[src/rtl/pla_pkg.sv]
package pla_pkg;

  // Number of product terms actually built for the chosen variant.
  function automatic int term_total(int fixed_or, int n_term, int n_out, int per_out);
    return (fixed_or != 0) ? n_out * per_out : n_term;
  endfunction

  // Width of the literal (AND) plane: two literals per input per term.
  function automatic int and_bits(int n_pt, int n_in);
    return n_pt * n_in * 2;
  endfunction

  // Stream position of one literal connection bit (comp: 0 true, 1 complemented).
  function automatic int lit_index(int t, int i, int comp, int n_in);
    return (t * n_in + i) * 2 + comp;
  endfunction

  // Position of one OR-plane bit inside the OR-plane field.
  function automatic int or_index(int o, int t, int n_pt);
    return o * n_pt + t;
  endfunction

endpackage

[src/rtl/pla_cfg_chain.sv]
module pla_cfg_chain #(
  parameter int LEN = 8
) (
  input  logic           clk,
  input  logic           rst_n,
  input  logic           shift_en,
  input  logic           shift_din,
  output logic [LEN-1:0] bits_q
);

  // New bits enter at the top; after LEN shifts the first bit sits at index 0.
  always_ff @(posedge clk or negedge rst_n) begin
    if (!rst_n)        bits_q <= '1;
    else if (shift_en) bits_q <= {shift_din, bits_q[LEN-1:1]};
  end

  AST_CFG_HOLD: assert property (@(posedge clk) disable iff (!rst_n)
    !shift_en |=> $stable(bits_q));

  AST_CFG_SHIFT_IN: assert property (@(posedge clk) disable iff (!rst_n)
    shift_en |=> (bits_q[LEN-1] == $past(shift_din)));

endmodule

[src/rtl/pla_and_plane.sv]
module pla_and_plane #(
  parameter int N_IN = 3,
  parameter int N_PT = 5
) (
  input  logic [N_IN-1:0]        lit_src,
  input  logic [N_PT*N_IN*2-1:0] conn,
  output logic [N_PT-1:0]        term
);

  localparam int LIT_W = 2 * N_IN;

  logic [LIT_W-1:0] lits;

  for (genvar i = 0; i < N_IN; i++) begin : g_lit
    assign lits[2*i]   = lit_src[i];
    assign lits[2*i+1] = ~lit_src[i];
  end

  // An unconnected literal is treated as 1, so an empty term is constant 1.
  for (genvar t = 0; t < N_PT; t++) begin : g_term
    assign term[t] = &(lits | ~conn[t*LIT_W +: LIT_W]);
  end

endmodule

[src/rtl/pla_or_plane.sv]
module pla_or_plane #(
  parameter int N_PT  = 5,
  parameter int N_OUT = 4
) (
  input  logic [N_PT-1:0]       term,
  input  logic [N_PT*N_OUT-1:0] conn,
  output logic [N_OUT-1:0]      sum
);

  for (genvar o = 0; o < N_OUT; o++) begin : g_sum
    assign sum[o] = |(term & conn[o*N_PT +: N_PT]);
  end

endmodule

[src/rtl/cfg_and_or_array.sv]
module cfg_and_or_array #(
  parameter int N_IN          = 3,
  parameter int N_TERM        = 5,
  parameter int N_OUT         = 4,
  parameter int FIXED_OR      = 0,
  parameter int TERMS_PER_OUT = 4
) (
  input  logic             cfg_clk,
  input  logic             cfg_rst_n,
  input  logic             cfg_en,
  input  logic             cfg_din,
  input  logic [N_IN-1:0]  data_in,
  output logic [N_OUT-1:0] data_out
);

  localparam int N_PT    = pla_pkg::term_total(FIXED_OR, N_TERM, N_OUT, TERMS_PER_OUT);
  localparam int AND_W   = pla_pkg::and_bits(N_PT, N_IN);
  localparam int OR_W    = N_PT * N_OUT;
  localparam int CHAIN_W = AND_W + ((FIXED_OR != 0) ? 0 : OR_W);

  logic [CHAIN_W-1:0] chain_q;
  logic [AND_W-1:0]   and_conn;
  logic [OR_W-1:0]    or_conn;
  logic [N_PT-1:0]    term_vec;
  logic [N_OUT-1:0]   sum_vec;

  // Observation wires for the assertions.
  logic [N_PT-1:0]    term_conflict;
  logic [N_PT-1:0]    term_empty;

  pla_cfg_chain #(.LEN(CHAIN_W)) u_chain (
    .clk       (cfg_clk),
    .rst_n     (cfg_rst_n),
    .shift_en  (cfg_en),
    .shift_din (cfg_din),
    .bits_q    (chain_q)
  );

  assign and_conn = chain_q[AND_W-1:0];

  if (FIXED_OR != 0) begin : g_fixed
    // Hard-wired OR plane: each output owns one contiguous group of terms.
    for (genvar o = 0; o < N_OUT; o++) begin : g_o
      for (genvar t = 0; t < N_PT; t++) begin : g_t
        assign or_conn[pla_pkg::or_index(o, t, N_PT)] = ((t / TERMS_PER_OUT) == o);
      end
      AST_FIXED_GROUP: assert property (@(posedge cfg_clk) disable iff (!cfg_rst_n)
        (!cfg_en && !(|term_vec[o*TERMS_PER_OUT +: TERMS_PER_OUT])) |-> !data_out[o]);
    end
  end else begin : g_full
    assign or_conn = chain_q[CHAIN_W-1:AND_W];
  end

  pla_and_plane #(.N_IN(N_IN), .N_PT(N_PT)) u_and (
    .lit_src (data_in),
    .conn    (and_conn),
    .term    (term_vec)
  );

  pla_or_plane #(.N_PT(N_PT), .N_OUT(N_OUT)) u_or (
    .term (term_vec),
    .conn (or_conn),
    .sum  (sum_vec)
  );

  assign data_out = cfg_en ? '0 : sum_vec;

  for (genvar t = 0; t < N_PT; t++) begin : g_obs
    logic [N_IN-1:0] tru;
    logic [N_IN-1:0] cmp;
    for (genvar i = 0; i < N_IN; i++) begin : g_i
      assign tru[i] = and_conn[pla_pkg::lit_index(t, i, 0, N_IN)];
      assign cmp[i] = and_conn[pla_pkg::lit_index(t, i, 1, N_IN)];
    end
    assign term_conflict[t] = |(tru & cmp);
    assign term_empty[t]    = ~|(tru | cmp);

    AST_CONFLICT_ZERO: assert property (@(posedge cfg_clk) disable iff (!cfg_rst_n)
      term_conflict[t] |-> !term_vec[t]);
    AST_EMPTY_ONE: assert property (@(posedge cfg_clk) disable iff (!cfg_rst_n)
      term_empty[t] |-> term_vec[t]);
  end

  AST_LOAD_QUIET: assert property (@(posedge cfg_clk) disable iff (!cfg_rst_n)
    cfg_en |-> (data_out == '0));

  AST_NO_TERM_NO_OUT: assert property (@(posedge cfg_clk) disable iff (!cfg_rst_n)
    (!cfg_en && (term_vec == '0)) |-> (data_out == '0));

endmodule

[config.mk]
export PLATFORM = sky130hd
export DESIGN_NAME = cfg_and_or_array
export DESIGN_NICKNAME = d
export VERILOG_FILES = /design/src/rtl/pla_pkg.sv /design/src/rtl/pla_cfg_chain.sv /design/src/rtl/pla_and_plane.sv /design/src/rtl/pla_or_plane.sv /design/src/rtl/cfg_and_or_array.sv
export SDC_FILE = /design/constraint.sdc
export NUM_CORES = 1
export LEC_CHECK = 0
export ABC_AREA = 0
export BUFFER_PORTS_ARGS = -buffer_cell sky130_fd_sc_hd__buf_2
export CORE_MARGIN = 4
export CORE_UTILIZATION = 60
export CTS_CLUSTER_DIAMETER = 120
export DETAILED_ROUTE_END_ITERATION = 10
export GPL_ROUTABILITY_DRIVEN = 0
export GPL_TIMING_DRIVEN = 1
export PLACE_DENSITY = 0.83
export SETUP_SLACK_MARGIN = 0.05
export SKIP_CTS_REPAIR_TIMING = 1
export SLEW_MARGIN = 30
export SYNTH_ARGS = -nofsm -noshare
export SYNTH_HDL_FRONTEND = slang
export SYNTH_SLANG_ARGS = --single-unit
[constraint.sdc]
create_clock -name cfg_clk -period 2.9 [get_ports cfg_clk]
set_input_delay 0 -clock cfg_clk [delete_from_list [all_inputs] [get_ports cfg_clk]]
set_output_delay 0 -clock cfg_clk [all_outputs]
set_load 0.02 [all_outputs]
==> key figures <==
Synthesis
  • Yosys warnings: 0
  • Post-synth top area share: 0.589
  • Netlist cell types: 11
  • Top post-synthesis cells by area: dfstp_2 (59%), mux2_2 (25%), mux2i_1 (6.7%), a22oi_1 (2.7%), buf_6 (1.5%)
  • Post-synthesis cell count: around 150
  • Register area share after synthesis: 0.589
  • Avg Inst Size Synth: 15.4 um2
  • Cell Area, Synth: 2230 um2
  • Largest area contributor in the netlist: dfstp_2
  • #FFs+latches synth: 50
  • Syn nets: 152

Cells and area
  • Layout cells sized above 1: 0.787
  • NumNets Final: 161
  • Register area: ~1300 um2
  • Final Non-Filler Cells: 201
  • Layout Utilization: 0.692
  • Most frequent cells in the layout: mux2_2 (50), dfstp_2 (50), mux2i_1 (15)
  • Max reg flops: 50
  • Area of the multi-input gates: 853 um2
  • N_diodes: 0
  • FILL cells: 255
  • Largest registers: u_chain.bits_q (50)
  • Top reg by flops: u_chain.bits_q
  • Area Growth Syn to Fin: 7.57%
  • Post-route design area: 2400 um2

Clock network
  • Root buf cell: clkbuf_8
  • CTS sink cnt: 50
  • Max clock buf depth: 2
  • Total CTS buffers: 5
  • CTS tree: done
  • Later-pin clock latency in the skew report: roughly 300 ps
  • H-tree depth: 2
  • Register clock-pin slew on the reported worst setup and hold paths: 80 ps

Route
  • First-pass detailed-route iteration total: 2
  • Detail Route Antenna Nets: 0
  • DRC viols: 0
  • DR iter-0 viols: 71
  • Vias/cell: 5.89
  • Via Count: 1183
  • Post-Route WL: 3430 um
  • Wirelength per Cell: 17.1 um

STA
  • Max-slew violations: 0
  • Rel. slew slack: 0.580
  • Final hold vios: 0
  • Setup Viol. Count Final: 0
  • Tmin final: 1650 ps
  • Worst Skew: 5.28 ps
  • Measured slew at the worst slew-check pin: 630 ps
  • TNS Setup: 0 ps
  • Hold WS: 45.8 ps
  • Peak Freq: approximately 610 MHz
  • Crit share post-route: 0.570
  • Unrepaired setup endpoints after global routing: no

Global route
  • Congestion Overflow GR: 0
  • Number of global-route vias before repair: 1223
  • First-pass GRT wire length: 5660 um
  • All-Layer GR Usage: 0.166
  • Pin count of the biggest net entering global routing: 55
  • Initial antenna violation count: 0

Critical path
  • CP Max Fanout: 4
  • CP Data Required Time: a little under 3000 ps
  • CP Launch Type: flip-flop
  • Worst reg2reg setup slack: 2140 ps
  • Worst setup EP type: output pin
  • Worst Path Class, Setup: flip-flop to output pin
  • CP arrival: 1650 ps

Floorplanning
  • Io pins: 11
  • Core region area: about 3500 um2
  • Initial Util: 0.643
  • Chip Height: 69.0 um
  • Row Count: 21
  • Die X: 69.0 um
  • Die Area: roughly 4800 um2

Pwr
  • Cell Pwr Density: 828 nW/um2
  • P_leak: slightly above 1 nW
  • Peak supply drop: approximately 430 uV

Placement
  • I/O Buffers: 10
  • Dpl cell area: between 2000 and 2500 um2
  • Hpwl dp: 2310 um
  • Number of placed cells counting well taps: 192

Hold path
  • Worst min path class: input pin to asynchronous set/reset pin

Job
  • Max-cap violations: 0

Run status
  • Status: finished, final reports clean
-- where the power goes --
group	internal (W)	switching (W)
registers	0.00100	0.000131
clock network	0.000241	0.000215
logic	0.000228	0.000171
total	0.00147	0.000516
-- layer usage --
layer,routed length [um],global-route usage,vias to the layer above
li1,-,-,551
met1,1580,0.201,609
met2,1680,0.273,15
met3,133,0.0551,8
met4,45,0.0657,0
met5,0,0,-
-- final timing paths --
kind / from / to / depth (start not counted)
max in group asynchronous: cfg_rst_n / u_chain.bits_q[48]$_DFFE_PN1P_ / 1
setup / recovery: u_chain.bits_q[25]$_DFFE_PN1P_ / data_out[1] / 5
hold / removal: cfg_rst_n / u_chain.bits_q[0]$_DFFE_PN1P_ / 1
min in group cfg_clk: cfg_en / u_chain.bits_q[0]$_DFFE_PN1P_ / 2
setup reg to reg: u_chain.bits_q[21]$_DFFE_PN1P_ / u_chain.bits_q[20]$_DFFE_PN1P_ / 1
hold reg to reg: u_chain.bits_q[0]$_DFFE_PN1P_ / u_chain.bits_q[0]$_DFFE_PN1P_ / 1
-- synth_stat cells --
cell type  instances
buf_6              3
buf_2              6
nand2_1            4
mux2i_1           15
dfstp_2           50
a22oi_1            8
mux2_2            50
a31oi_1            4
and3_2             3
and3_4             1
and3_1             1
-- cell type report --
| class | instances | area share |
|---|---|---|
| sequential | 50 | 0.547 |
| multi-input combinational | 86 | 0.356 |
| tap | 46 | 0.0240 |
| clock buffer | 8 | 0.0459 |
| timing repair buffer | 11 | 0.0271 |
-- metrics by stage --
step / power, W / setup WS [ps]
after global placement: 0.00151 / 1580
after detailed placement: 0.00154 / 1570
after floorplan: 0.00142 / 1730
after CTS: 0.00200 / 1240
after global routing: 0.00209 / 1190
final: 0.00199 / 1250
-- cell families after synthesis --
logic type | Yosys count | synth area share
flip-flops | 50 | 0.589
multiplexers | 65 | 0.320
buffers and inverters | 9 | 0.0286
AO/OA/AOI/OAI | 12 | 0.0381
AND/OR/NAND/NOR | 9 | 0.0247
-- critical path, stage by stage (launching register included) --
cell	delay, ps
dfstp_2	540
mux2i_1	60
and3_2	260
a22oi_1	200
a31oi_1	100
buf_2	190
Power figures use the tool's default switching activity.
